==> src/rtl/loop_branch_unit.sv <==
module loop_branch_unit #(
  parameter int TRIP_W  = 64,
  parameter int DRAIN_W = 6
) (
  input  logic               clk,
  input  logic               rst_n,
  input  logic               eval_i,
  input  logic [1:0]         kind_i,
  input  logic               loop_pred_i,
  input  logic               trip_we_i,
  input  logic [TRIP_W-1:0]  trip_wdata_i,
  input  logic               drain_we_i,
  input  logic [DRAIN_W-1:0] drain_wdata_i,
  output logic               taken_o,
  output logic               rotate_o,
  output logic               pred_o
);
  localparam logic [1:0] K_PLAIN = 2'b00;
  localparam logic [1:0] K_PCNT  = 2'b01;
  localparam logic [1:0] K_PWHL  = 2'b10;
  localparam logic [DRAIN_W-1:0] D_ONE = DRAIN_W'(1);

  logic [TRIP_W-1:0]  trip_q, trip_d;
  logic [DRAIN_W-1:0] drain_q, drain_d;
  logic taken_d, rotate_d, pred_d;

  wire wr_any    = trip_we_i | drain_we_i;
  wire do_eval   = eval_i & ~wr_any;
  wire trip_nz   = |trip_q;
  wire drain_gt1 = drain_q > D_ONE;
  wire [DRAIN_W-1:0] drain_dec = (drain_q == '0) ? '0 : drain_q - D_ONE;
  wire pipe_go   = (kind_i == K_PCNT) ? trip_nz : loop_pred_i;

  always_comb begin
    trip_d   = trip_we_i  ? trip_wdata_i  : trip_q;
    drain_d  = drain_we_i ? drain_wdata_i : drain_q;
    taken_d  = 1'b0;
    rotate_d = 1'b0;
    pred_d   = 1'b0;
    if (do_eval) begin
      case (kind_i)
        K_PLAIN: if (trip_nz) begin
          trip_d  = trip_q - 1'b1;
          taken_d = 1'b1;
        end
        K_PCNT, K_PWHL: begin
          rotate_d = 1'b1;
          if (pipe_go) begin
            pred_d  = 1'b1;
            taken_d = 1'b1;
            if (kind_i == K_PCNT) trip_d = trip_q - 1'b1;
          end else begin
            drain_d = drain_dec;
            taken_d = drain_gt1;
          end
        end
        default: ;
      endcase
    end
  end

  always_ff @(posedge clk) begin
    if (!rst_n) begin
      trip_q   <= '0;
      drain_q  <= '0;
      taken_o  <= 1'b0;
      rotate_o <= 1'b0;
      pred_o   <= 1'b0;
    end else begin
      trip_q   <= trip_d;
      drain_q  <= drain_d;
      taken_o  <= taken_d;
      rotate_o <= rotate_d;
      pred_o   <= pred_d;
    end
  end

  p_plain_no_rotate_r2: assert property (@(posedge clk) disable iff (!rst_n)
    (eval_i && !wr_any && kind_i == K_PLAIN) |=> (!rotate_o && !pred_o));
  p_pipe_rotates_r3: assert property (@(posedge clk) disable iff (!rst_n)
    (eval_i && !wr_any && kind_i[1] != kind_i[0]) |=> rotate_o);
  p_pred_needs_rotate_r3: assert property (@(posedge clk) disable iff (!rst_n)
    pred_o |-> rotate_o);
  p_drain_saturates_r6: assert property (@(posedge clk) disable iff (!rst_n)
    !drain_we_i |=> drain_q <= $past(drain_q));
  p_trip_monotone_r2: assert property (@(posedge clk) disable iff (!rst_n)
    !trip_we_i |=> trip_q <= $past(trip_q));
  p_idle_quiet_r8: assert property (@(posedge clk) disable iff (!rst_n)
    !eval_i |=> (!taken_o && !rotate_o && !pred_o));
  p_write_cancels_r9: assert property (@(posedge clk) disable iff (!rst_n)
    (trip_we_i || drain_we_i) |=> (!taken_o && !rotate_o));
  p_while_keeps_trip_r7: assert property (@(posedge clk) disable iff (!rst_n)
    (eval_i && !trip_we_i && kind_i == K_PWHL) |=> $stable(trip_q));
  p_reserved_inert_r10: assert property (@(posedge clk) disable iff (!rst_n)
    (eval_i && !wr_any && kind_i == 2'b11) |=> ($stable(trip_q) && $stable(drain_q) && !taken_o));
endmodule

==> config.mk <==
export PLATFORM = sky130hd
export DESIGN_NAME = loop_branch_unit
export DESIGN_NICKNAME = d
export VERILOG_FILES = /design/src/rtl/loop_branch_unit.sv
export SDC_FILE = /design/constraint.sdc
export NUM_CORES = 1
export LEC_CHECK = 0
export BUFFER_PORTS_ARGS = -buffer_cell sky130_fd_sc_hd__buf_2
export CORE_MARGIN = 2
export CORE_UTILIZATION = 51
export DETAILED_ROUTE_END_ITERATION = 10
export GPL_TIMING_DRIVEN = 0
export PLACE_DENSITY = 0.74
export SYNTH_ARGS = -nofsm -noshare
export SYNTH_HDL_FRONTEND = slang
export SYNTH_SLANG_ARGS = --single-unit
==> constraint.sdc <==
create_clock -name clk -period 3.4 [get_ports clk]
set_input_delay 0.68 -clock clk [delete_from_list [all_inputs] [get_ports clk]]
set_output_delay 0.68 -clock clk [all_outputs]
set_load 0.01 [all_outputs]
==> results of run 1 <==
[how the worst max path moves through the flow]
stage | startpoint | to | slack (ns) | depth (start not counted)
final | trip_q[25] | trip_q[5] | 0.22 | 9
after global routing | trip_q[0] | trip_q[42] | 0.02 | 9
after CTS | trip_q[25] | trip_q[22] | 0.002 | 9
after detailed placement | trip_q[25] | trip_q[22] | 0.001 | 9
after global placement | trip_q[25] | trip_q[2] | 0.05 | 8
after floorplan | trip_q[25] | trip_q[57] | 0.53 | 8
[state kept, by name (all words and copies together) (netlist names)]
register	cells
taken_o	1
trip_q	64
rotate_o	1
pred_o	1
drain_q	6
[placed cells by master (no fill, tap or decap), drive strengths merged, types with 22 or more instances in the layout]
master,instances
a21oi,29
a221o,22
buf,91
clkbuf,36
dfxtp,73
nand2,82
nand3,23
nor2,41
nor3,38
nor4,23
o21ai,39
[through the flow]
| step | power, mW | hold WS (ns) | cell area (um2) | cells | setup WS, ns |
|---|---|---|---|---|---|
| 2_1_floorplan | 1.26 | 0.450 | 4490 | 580 | 0.534 |
| 3_3_place_gp | 1.40 | 0.468 | 5020 | 766 | 0.0475 |
| 3_5_place_dp | 1.41 | 0.474 | 5020 | 766 | 0.00111 |
| 4_1_cts | 2.08 | 0.488 | 5200 | 781 | 0.00163 |
| 5_1_grt | 2.18 | 0.516 | 5250 | 783 | 0.0237 |
| 6_report | 2.09 | 0.486 | 5250 | 783 | 0.218 |
[layer usage]
layer | up-vias | routed length [um] | track usage
met5 | - | 0 | 0
met4 | 0 | 715 | 0.189
met3 | 55 | 1230 | 0.0573
met2 | 253 | 6740 | 0.489
met1 | 2419 | 6270 | 0.400
li1 | 2412 | - | -
[worst reg2reg max path, stage by stage (launching register included)]
cell,delay (ns)
dfxtp_1,0.37
or4_4,0.55
or3_4,0.38
nor4_4,0.36
and3_1,0.32
buf_2,0.31
nor2_1,0.24
clkbuf_2,0.29
a22oi_1,0.20
nand2_1,0.06
[cells by family (layout without fill, tap and decap cells)]
kind of cell / after synthesis / in the layout / share of synthesized area
and+or+nand+nor: 272 / 272 / 0.316
muxes: 11 / 11 / 0.0253
xor gates and xnor gates: 8 / 8 / 0.0156
AOI/OAI and AO/OA: 163 / 163 / 0.254
DFF: 73 / 73 / 0.325
buffers and inverters: 45 / 140 / 0.0418
adders and majority gates: 8 / 8 / 0.0223
[area by class of cell]
| class | instances | area (um2) | share of cell area |
|---|---|---|---|
| plain buffers | 35 | 155 | 0.0296 |
| repair buffers | 80 | 405 | 0.0773 |
| well taps | 108 | 135 | 0.0258 |
| flip-flops and latches | 73 | 1460 | 0.278 |
| clock inverters | 3 | 42.5 | 0.00811 |
| multi-input cells | 462 | 2880 | 0.548 |
| inverters | 10 | 37.5 | 0.00715 |
| clock buffers | 12 | 135 | 0.0258 |
[timing repair]
| action | CTS | global route |
|---|---|---|
| gates resized for setup | 1 | 9 |
| setup buffers | 0 | 2 |
| pin swaps | 0 | 1 |
| hold buffers | 0 | 0 |
| setup endpoints to repair | 2 | 59 |
[power by group through the flow]
| stage | Combinational [mW] | Clock [mW] | Sequential (mW) |
|---|---|---|---|
| 2_1_floorplan | 0.283 | 0 | 0.981 |
| 3_3_place_gp | 0.401 | 0 | 0.995 |
| 3_5_place_dp | 0.412 | 0 | 0.998 |
| 4_1_cts | 0.414 | 0.689 | 0.979 |
| 5_1_grt | 0.480 | 0.713 | 0.991 |
| 6_report | 0.432 | 0.677 | 0.983 |
==> metrics.md, run 1 <==
| Metric | Value |
|---|---|
| Cells after Synth | `580` |
| CTS Buffer Depth | `2` |
| WP buf/inv | `2` |
| Period utilisation layout | `0.936` |
| Part of the power in registers | `0.470` |
| Required @ worst endpoint | `3.65 ns` |
| Clock latency on the worst-skew pair | `0.37 ns` |
| CP Class | `reg2reg` |
| Slowest CP cell | `or4_4` |
| Hold Startpoint | `trip_q[53]` |
| Vias | `5,139` |
| Total core area | `0.00864 mm2` |
| N_diodes | `0` |
| Synthesis-stage register bit count | `73` |
| Initial antenna violation count | `0` |
| Number of buffers created by CTS | `9` |
| Post-layout util | `0.608` |
| Crit path cell chain | `or4_4 -> or3_4 -> nor4_4 -> and3_1 -> buf_2 -> nor2_1 -> clkbuf_2 -> a22oi_1 -> nand2_1` |
| First-pass GRT wire length | `24,200 um` |
| # IOs | `81` |
| Post-synth EDFFs | `0` |
| Total Wirelength | `15,000 um` |
| DRC viols | `0` |
| Logic pwr share | `0.207` |
| Largest net degree at the start of global routing | `12` |
| Psw | `0.667 mW` |
| Post-Syn Nets | `666` |
| Clock Sinks | `73` |
| Max-cap violations | `0` |
| Grt ovf | `0` |
| Post-synth top area share | `0.325` |
| Asr flop ratio synth | `0` |
| Area delta synth->final | `16.8%` |
| Clk pwr share | `0.323` |
| Fin Setup TNS | `0 ns` |
| Worst Path Max Fanout | `10` |
| Die area | `0.00957 mm2` |
| CTS tree | `done` |
| Final setup fails | `0` |
| Commonest cells post-synth | `82 x nand2_1, 73 x dfxtp_1, 39 x nor2_1` |
| Via-per-instance ratio | `6.56` |
| R2r endpoint | `trip_q[5]` |
| Slew margin rel. | `0.311` |
| Most common cell in the netlist | `nand2_1` |
| Synth warn | `0` |
| Clock slew at reported path FFs | `0.08 ns` |
| Port Buffer Count | `78` |
| Reg2reg start | `trip_q[25]` |
| CP top delay family | `simple AND/OR/NAND/NOR gates` |
| Final min period | `3.18 ns` |
| Final ANT Viol Nets | `0` |
| Outcome | `completed` |
| CTS H-tree lvls | `3` |
| Nets | `757` |
| Crit path arrival time | `3.44 ns` |
| DIE HEIGHT | `97.9 um` |
| Clock skew | `0.00971 ns` |
| Number of global-route vias before repair | `4,972` |
| Top_reg_cell synth | `dfxtp_1` |
| Syn Std Cell Area | `0.00449 mm2` |
| Yosys cell types | `64` |
| Leak | `1.98 nW` |
| Placement Rows | `34` |
| Startpoint class of the critical path | `flop` |
| Reg2reg path depth | `9` |
| Critical Path Max Stage Delay | `0.55 ns` |
| R2R Setup Slk | `0.22 ns` |
| Cell Pwr Density | `399 mW/mm2` |
| First-pass DRT Iterations | `5` |
| Nature of the critical path endpoint | `flop` |
| Area leader, netlist | `dfxtp_1` |
| Hold Vio Cnt, Final | `0` |
| Routed wire per std cell | `19.1 um` |
| DRT iter0 DRCs | `461` |
| Int Power | `1.43 mW` |
| Routability cong. | `0.971` |
| Slew Limit Fails | `0` |
| Root Buffer Master | `clkbuf_8` |
| RSZ-0062 raised after global routing | `no` |
| DIE WIDTH | `97.9 um` |
| Layout fillers | `812` |
| Synth area leaders | `dfxtp_1 33%, nand2_1 6.9%, a221o_1 4.9%, nor3_1 4.2%, nor2_1 3.3%` |
| Switch share | `0.319` |
| Synthesized area per cell | `7.74 um2` |
| Hold crit path type | `reg2reg` |
| Max IR drop VDD | `0.207 mV` |
| Worst Tran Pin Value | `1.03 ns` |
| Worst Hold Depth | `2` |
| Sequential share of the synthesized area | `0.325` |
| Share of cells above drive strength 1 | `0.184` |
| Tot GR Track Use | `0.312` |
| Max Clock Freq | `314 MHz` |
| Initial Utilization | `0.520` |
| DP HPWL | `10,700 um` |
| Worst hold path endpoint | `trip_q[53]` |
Power figures use the tool's default switching activity.
==> run 2, diff against run 1 <==
--- a/config.mk
+++ b/config.mk
@@ -6,7 +6,6 @@
 export NUM_CORES = 1
 export LEC_CHECK = 0
 export BUFFER_PORTS_ARGS = -buffer_cell sky130_fd_sc_hd__buf_2
-export CORE_MARGIN = 2
 export CORE_UTILIZATION = 51
 export DETAILED_ROUTE_END_ITERATION = 10
 export GPL_TIMING_DRIVEN = 0
==> run 2 against run 1 <==
Net effect: via count decreased by 0.35%; final cell count decreased by 0.26%; combinational power about the same; wire length decreased by 0.96%; hold slack improved by 0.0033 ns; setup slack got worse by 0.092 ns; critical path type unchanged.
==> metrics.md, run 2 (synthesized netlist as in run 1, its figures left out) <==
| Metric | Value |
|---|---|
| N_diodes | `0 (unchanged)` |
| Max Clock Freq | `305 MHz (was 314 MHz)` |
| Die area | `0.00919 mm2 (was 0.00957 mm2)` |
| Post-layout util | `0.631 (was 0.608)` |
| CP Class | `reg2reg (unchanged)` |
| DIE HEIGHT | `95.9 um (was 97.9 um)` |
| Clock skew | `0.0122 ns (was 0.00971 ns)` |
| Hold crit path type | `reg2reg (unchanged)` |
| DRT iter0 DRCs | `438 (was 461)` |
| Placement Rows | `33 (was 34)` |
| Cell Pwr Density | `419 mW/mm2 (was 399 mW/mm2)` |
| Number of global-route vias before repair | `4,785 (was 4,972)` |
| Slowest CP cell | `or4_4 (unchanged)` |
| Final ANT Viol Nets | `0 (unchanged)` |
| CTS Buffer Depth | `2 (unchanged)` |
| Total core area | `0.00838 mm2 (was 0.00864 mm2)` |
| Tot Pwr | `2.21 mW (was 2.09 mW)` |
| Period utilisation layout | `0.963 (was 0.936)` |
| DIE WIDTH | `95.9 um (was 97.9 um)` |
| Max IR drop VDD | `0.203 mV (was 0.207 mV)` |
| Clock latency on the worst-skew pair | `0.37 ns (about the same)` |
| Startpoint class of the critical path | `flop (unchanged)` |
| DP HPWL | `10,700 um (about the same)` |
| Final min period | `3.27 ns (was 3.18 ns)` |
| Largest net degree at the start of global routing | `12 (unchanged)` |
| CTS H-tree lvls | `3 (unchanged)` |
| Root Buffer Master | `clkbuf_8 (unchanged)` |
| CP top delay family | `simple AND/OR/NAND/NOR gates (unchanged)` |
| Crit path cell chain | `or4_4 -> or3_4 -> nor4_4 -> nand3_2 -> nand2_1 -> buf_2 -> o21bai_1 -> a221o_1 (was or4_4 -> or3_4 -> nor4_4 -> and3_1 -> buf_2 -> nor2_1 -> clkbuf_2 -> a22oi_1 -> nand2_1)` |
| RSZ-0062 raised after global routing | `no (unchanged)` |
| Nature of the critical path endpoint | `flop (unchanged)` |
| Vias | `5,121 (was 5,139)` |
| Clock Sinks | `73 (unchanged)` |
| Initial Utilization | `0.536 (was 0.520)` |
| Clock slew at reported path FFs | `0.08 ns (about the same)` |
| Leak | `2.01 nW (was 1.98 nW)` |
| Slew margin rel. | `0.354 (was 0.311)` |
| Most frequent cells in the layout | `88 x buf_2, 82 x nand2_1, 73 x dfxtp_1 (unchanged)` |
| Required @ worst endpoint | `3.65 ns (about the same)` |
| Commonest non-fill, non-tap cell in the layout | `buf_2 (unchanged)` |
| Port Buffer Count | `78 (unchanged)` |
| Pre-CTS setup slack | `-0.0717 ns (was 0.00111 ns)` |
| Total Wirelength | `14,800 um (was 15,000 um)` |
| Hold_ws | `0.489 ns (was 0.486 ns)` |
| Tot GR Track Use | `0.335 (was 0.312)` |
| Final setup fails | `0 (unchanged)` |
| First-pass DRT Iterations | `5 (unchanged)` |
| Critical Path Max Stage Delay | `0.55 ns (about the same)` |
| Hold_buf cts | `0 (unchanged)` |
| Worst Tran Pin Value | `0.967 ns (was 1.03 ns)` |
| # IOs | `81 (unchanged)` |
| Grt ovf | `0 (unchanged)` |
| Routability cong. | `0.904 (was 0.971)` |
| DRC viols | `0 (unchanged)` |
| Final WS setup | `0.126 ns (was 0.218 ns)` |
| Crit path arrival time | `3.52 ns (was 3.44 ns)` |
| Number of buffers created by CTS | `9 (unchanged)` |
| WP buf/inv | `1 (was 2)` |
| CTS tree | `done (unchanged)` |
| Worst Path Max Fanout | `10 (unchanged)` |
| First-pass GRT wire length | `23,500 um (was 24,200 um)` |
| Nets | `757 (unchanged)` |
| Max reg flops | `64 (unchanged)` |
| Max-cap violations | `0 (unchanged)` |
| Outcome | `completed (unchanged)` |
| Share of cells above drive strength 1 | `0.185 (was 0.184)` |
| Largest regs | `trip_q x64, drain_q x6 (unchanged)` |
| Slew Limit Fails | `0 (unchanged)` |
| Via-per-instance ratio | `6.56 (about the same)` |
| Routed wire per std cell | `19.0 um (was 19.1 um)` |
| Initial antenna violation count | `0 (unchanged)` |
| Largest Register | `trip_q (unchanged)` |
| Area delta synth->final | `17.7% (was 16.8%)` |
| Hold Vio Cnt, Final | `0 (unchanged)` |
==> run 2: cell count changes in the layout (fill, tap and decap cells not counted), sizes merged <==
cell	change
clkinvlp	-1
clkbuf	+2
bufinv	+1
clkinv	-1
==> run 2: final timing paths <==
check	cells past startpoint	endpoint	startpoint	slack [ns]
min reg2reg	2	trip_q[53]	trip_q[53]	0.49
min	2	trip_q[53]	trip_q[53]	0.49
max reg2reg	8	trip_q[2]	trip_q[25]	0.13
max	8	trip_q[2]	trip_q[25]	0.13
==> run 2: per-layer routing <==
metal  up-vias  GRT usage  wire (um)  part of all wire
li1       2409          -          -                 -
met1      2374      0.436       6260              0.42
met2       289      0.534       6660              0.45
met3        49     0.0735       1390             0.094
met4         0      0.138        500             0.034
met5         -          0          0                 0
==> run 2: repair_timing <==
action,4_1_cts,5_1_grt
resized for setup,2,8
cloned,0,0
pin swaps,0,1
buffers inserted,0,2
endpoints found under the setup margin,20,62
==> run 2: cell type report <==
cell class / count / area (um2)
multi-input cells: 462 / 2880
repair buffers: 80 / 405
well taps: 105 / 131
clock buffers: 14 / 163
clock inverters: 2 / 60.1
plain buffers: 35 / 155
inverters: 10 / 37.5
flip-flops and latches: 73 / 1460
fillers: 791 / 3090
==> run 2: power by group <==
group          internal [mW]  total (mW)  switching, mW
registers              0.913       0.986         0.0725
clock network          0.455       0.795          0.340
logic                  0.177       0.433          0.257
==> run 2: through the flow <==
| stage | area, um2 | std cells | setup TNS (ns) |
|---|---|---|---|
| after floorplan | 4490 | 580 | 0 |
| final | 5290 | 781 | 0 |
| after detailed placement | 5010 | 763 | -0.642 |
| after CTS | 5240 | 779 | 0 |
| after global routing | 5290 | 781 | 0 |
| after global placement | 5010 | 763 | -0.459 |
==> run 2: worst min-delay path, cell delays in order, from the launching register on <==
cell     delay, ns
dfxtp_1       0.33
nand2_1       0.06
nand3_1       0.05
==> run 3, diff against run 2 <==
--- a/config.mk
+++ b/config.mk
@@ -7,6 +7,7 @@
 export LEC_CHECK = 0
 export BUFFER_PORTS_ARGS = -buffer_cell sky130_fd_sc_hd__buf_2
 export CORE_UTILIZATION = 51
+export CTS_BUF_LIST = sky130_fd_sc_hd__clkbuf_4
 export DETAILED_ROUTE_END_ITERATION = 10
 export GPL_TIMING_DRIVEN = 0
 export PLACE_DENSITY = 0.74
==> run 3 against run 2 <==
Net effect: first-iteration DRC count rose by 3.4%; non-clock buffer count did not move; global-route usage fell by 0.32 points.
==> metrics.md, run 3 (synthesized netlist as in run 1, its figures left out) <==
| Metric | Value |
|---|---|
| N_diodes | `0 (unchanged)` |
| Final setup fails | `0 (unchanged)` |
| Hold crit path type | `in2reg (was reg2reg)` |
| R2R Setup Slk | `0.12 ns (was 0.13 ns)` |
| Reg2reg start | `trip_q[25] (unchanged)` |
| Clock skew | `0.0255 ns (was 0.0122 ns)` |
| Period utilisation layout | `0.965 (was 0.963)` |
| Largest regs | `trip_q x64, drain_q x6 (unchanged)` |
| Cell Pwr Density | `394 mW/mm2 (was 419 mW/mm2)` |
| Routability cong. | `0.904 (unchanged)` |
| Outcome | `completed (unchanged)` |
| Clock Sinks | `73 (unchanged)` |
| Fin Setup TNS | `0 ns (unchanged)` |
| Grt ovf | `0 (unchanged)` |
| Port Buffer Count | `78 (unchanged)` |
| Worst hold path endpoint | `trip_q[47] (was trip_q[53])` |
| R2r endpoint | `trip_q[2] (unchanged)` |
| # IOs | `81 (unchanged)` |
| Total Wirelength | `14,700 um (was 14,800 um)` |
| CTS Buffer Depth | `2 (unchanged)` |
| Total core area | `0.00838 mm2 (unchanged)` |
| Area delta synth->final | `16.3% (was 17.7%)` |
| Nature of the critical path endpoint | `flop (unchanged)` |
| Final ANT Viol Nets | `0 (unchanged)` |
| Share of cells above drive strength 1 | `0.186 (was 0.185)` |
| Tot GR Track Use | `0.332 (was 0.335)` |
| Number of global-route vias before repair | `4,756 (was 4,785)` |
| Worst Tran Pin Value | `0.952 ns (was 0.967 ns)` |
| RSZ-0062 raised after global routing | `no (unchanged)` |
| Max IR drop VDD | `0.240 mV (was 0.203 mV)` |
| Vias | `5,093 (was 5,121)` |
| DRC viols | `0 (unchanged)` |
| DRT iter0 DRCs | `453 (was 438)` |
| DIE WIDTH | `95.9 um (unchanged)` |
| Tot Pwr | `2.06 mW (was 2.21 mW)` |
| First-pass GRT wire length | `23,200 um (was 23,500 um)` |
| Root Buffer Master | `clkbuf_4 (was clkbuf_8)` |
| First-pass DRT Iterations | `6 (was 5)` |
| CTS H-tree lvls | `3 (unchanged)` |
| Slew Limit Fails | `0 (unchanged)` |
| Initial Utilization | `0.536 (unchanged)` |
| Nets | `757 (unchanged)` |
| CP Class | `reg2reg (unchanged)` |
| Largest Register | `trip_q (unchanged)` |
| Hold_buf cts | `0 (unchanged)` |
| Slew margin rel. | `0.364 (was 0.354)` |
| Final min period | `3.28 ns (was 3.27 ns)` |
| Placement Rows | `33 (unchanged)` |
| Finished Cell Area | `0.00522 mm2 (was 0.00529 mm2)` |
| Max Clock Freq | `305 MHz (about the same)` |
| Reg2reg path depth | `8 (unchanged)` |
| Worst Hold Depth | `3 (was 2)` |
| Leak | `1.98 nW (was 2.01 nW)` |
| Clock slew at reported path FFs | `0.14 ns (was 0.08 ns)` |
| Hold Vio Cnt, Final | `0 (unchanged)` |
| Initial antenna violation count | `0 (unchanged)` |
| Hold Startpoint | `trip_wdata_i[47] (was trip_q[53])` |
| Die area | `0.00919 mm2 (unchanged)` |
| Max reg flops | `64 (unchanged)` |
| Required @ worst endpoint | `3.73 ns (was 3.65 ns)` |
| CTS tree | `done (unchanged)` |
| DIE HEIGHT | `95.9 um (unchanged)` |
| Non-filler cells, final | `781 (unchanged)` |
| Worst Path Max Fanout | `10 (unchanged)` |
| Via-per-instance ratio | `6.52 (was 6.56)` |
| Post-Place Cells | `763 (unchanged)` |
| Clock latency on the worst-skew pair | `0.45 ns (was 0.37 ns)` |
| Number of buffers created by CTS | `9 (unchanged)` |
| Routed wire per std cell | `18.8 um (was 19.0 um)` |
| DP HPWL | `10,700 um (unchanged)` |
| Crit path arrival time | `3.61 ns (was 3.52 ns)` |
| Startpoint class of the critical path | `flop (unchanged)` |
| Largest net degree at the start of global routing | `12 (unchanged)` |
| Hold_ws | `0.415 ns (was 0.489 ns)` |
| Commonest non-fill, non-tap cell in the layout | `buf_2 (unchanged)` |
| Max-cap violations | `0 (unchanged)` |
| Most frequent cells in the layout | `89 x buf_2, 82 x nand2_1, 73 x dfxtp_1 (was 88 x buf_2, 82 x nand2_1, 73 x dfxtp_1)` |
| Post-place instance area | `0.00501 mm2 (unchanged)` |
-- run 3: what timing repair did --
item	CTS	global route
pin swaps	0	1
gates resized for setup	3	7
setup endpoints to repair	18	62
buffers inserted	0	2
cloned	0	0
-- run 3: critical path, stage by stage, from the launching register on --
cell and delay (ns):
dfxtp_1 0.40, or4_4 0.55, or3_4 0.38, nor4_4 0.38
nand3_2 0.36, nand2_1 0.39, buf_2 0.33, o21bai_1 0.10
a221o_1 0.28
-- run 3: worst max path at each step --
| stage | slack (ns) | end | from |
|---|---|---|---|
| after CTS | 0.02 | trip_q[42] | trip_q[25] |
| after floorplan | 0.53 | trip_q[57] | trip_q[25] |
| after global routing | 0.04 | trip_q[63] | trip_q[25] |
| final | 0.12 | trip_q[2] | trip_q[25] |
| after detailed placement | -0.07 | trip_q[2] | trip_q[25] |
| after global placement | -0.07 | trip_q[2] | trip_q[25] |
-- run 3: metal layers --
layer / track usage / routed length [um] / up-vias
li1: - / - / 2411
met1: 0.432 / 6220 / 2385
met2: 0.526 / 6660 / 259
met3: 0.0758 / 1410 / 38
met4: 0.138 / 408 / 0
met5: 0 / 0 / -
-- run 3: layout make-up --
type | count | area, um2
timing repair buffer | 80 | 405
clock inverter | 4 | 67.6
tap | 105 | 131
inverter | 10 | 37.5
multi-input combinational | 462 | 2880
clock buffer | 12 | 90.1
fill | 810 | 3160
buffer | 35 | 155
sequential | 73 | 1460
-- run 3: where the power goes --
group	switching, mW	internal [mW]	total [mW]
Combinational	0.254	0.177	0.430
Sequential	0.0721	0.914	0.986
Clock	0.323	0.319	0.643
-- run 3: through the flow --
step | util | setup slack, ns
after floorplan | - | 0.534
final | 0.623 | 0.120
after global routing | 0.623 | 0.0410
after CTS | 0.618 | 0.0213
after detailed placement | 0.598 | -0.0717
after global placement | 0.598 | -0.0693
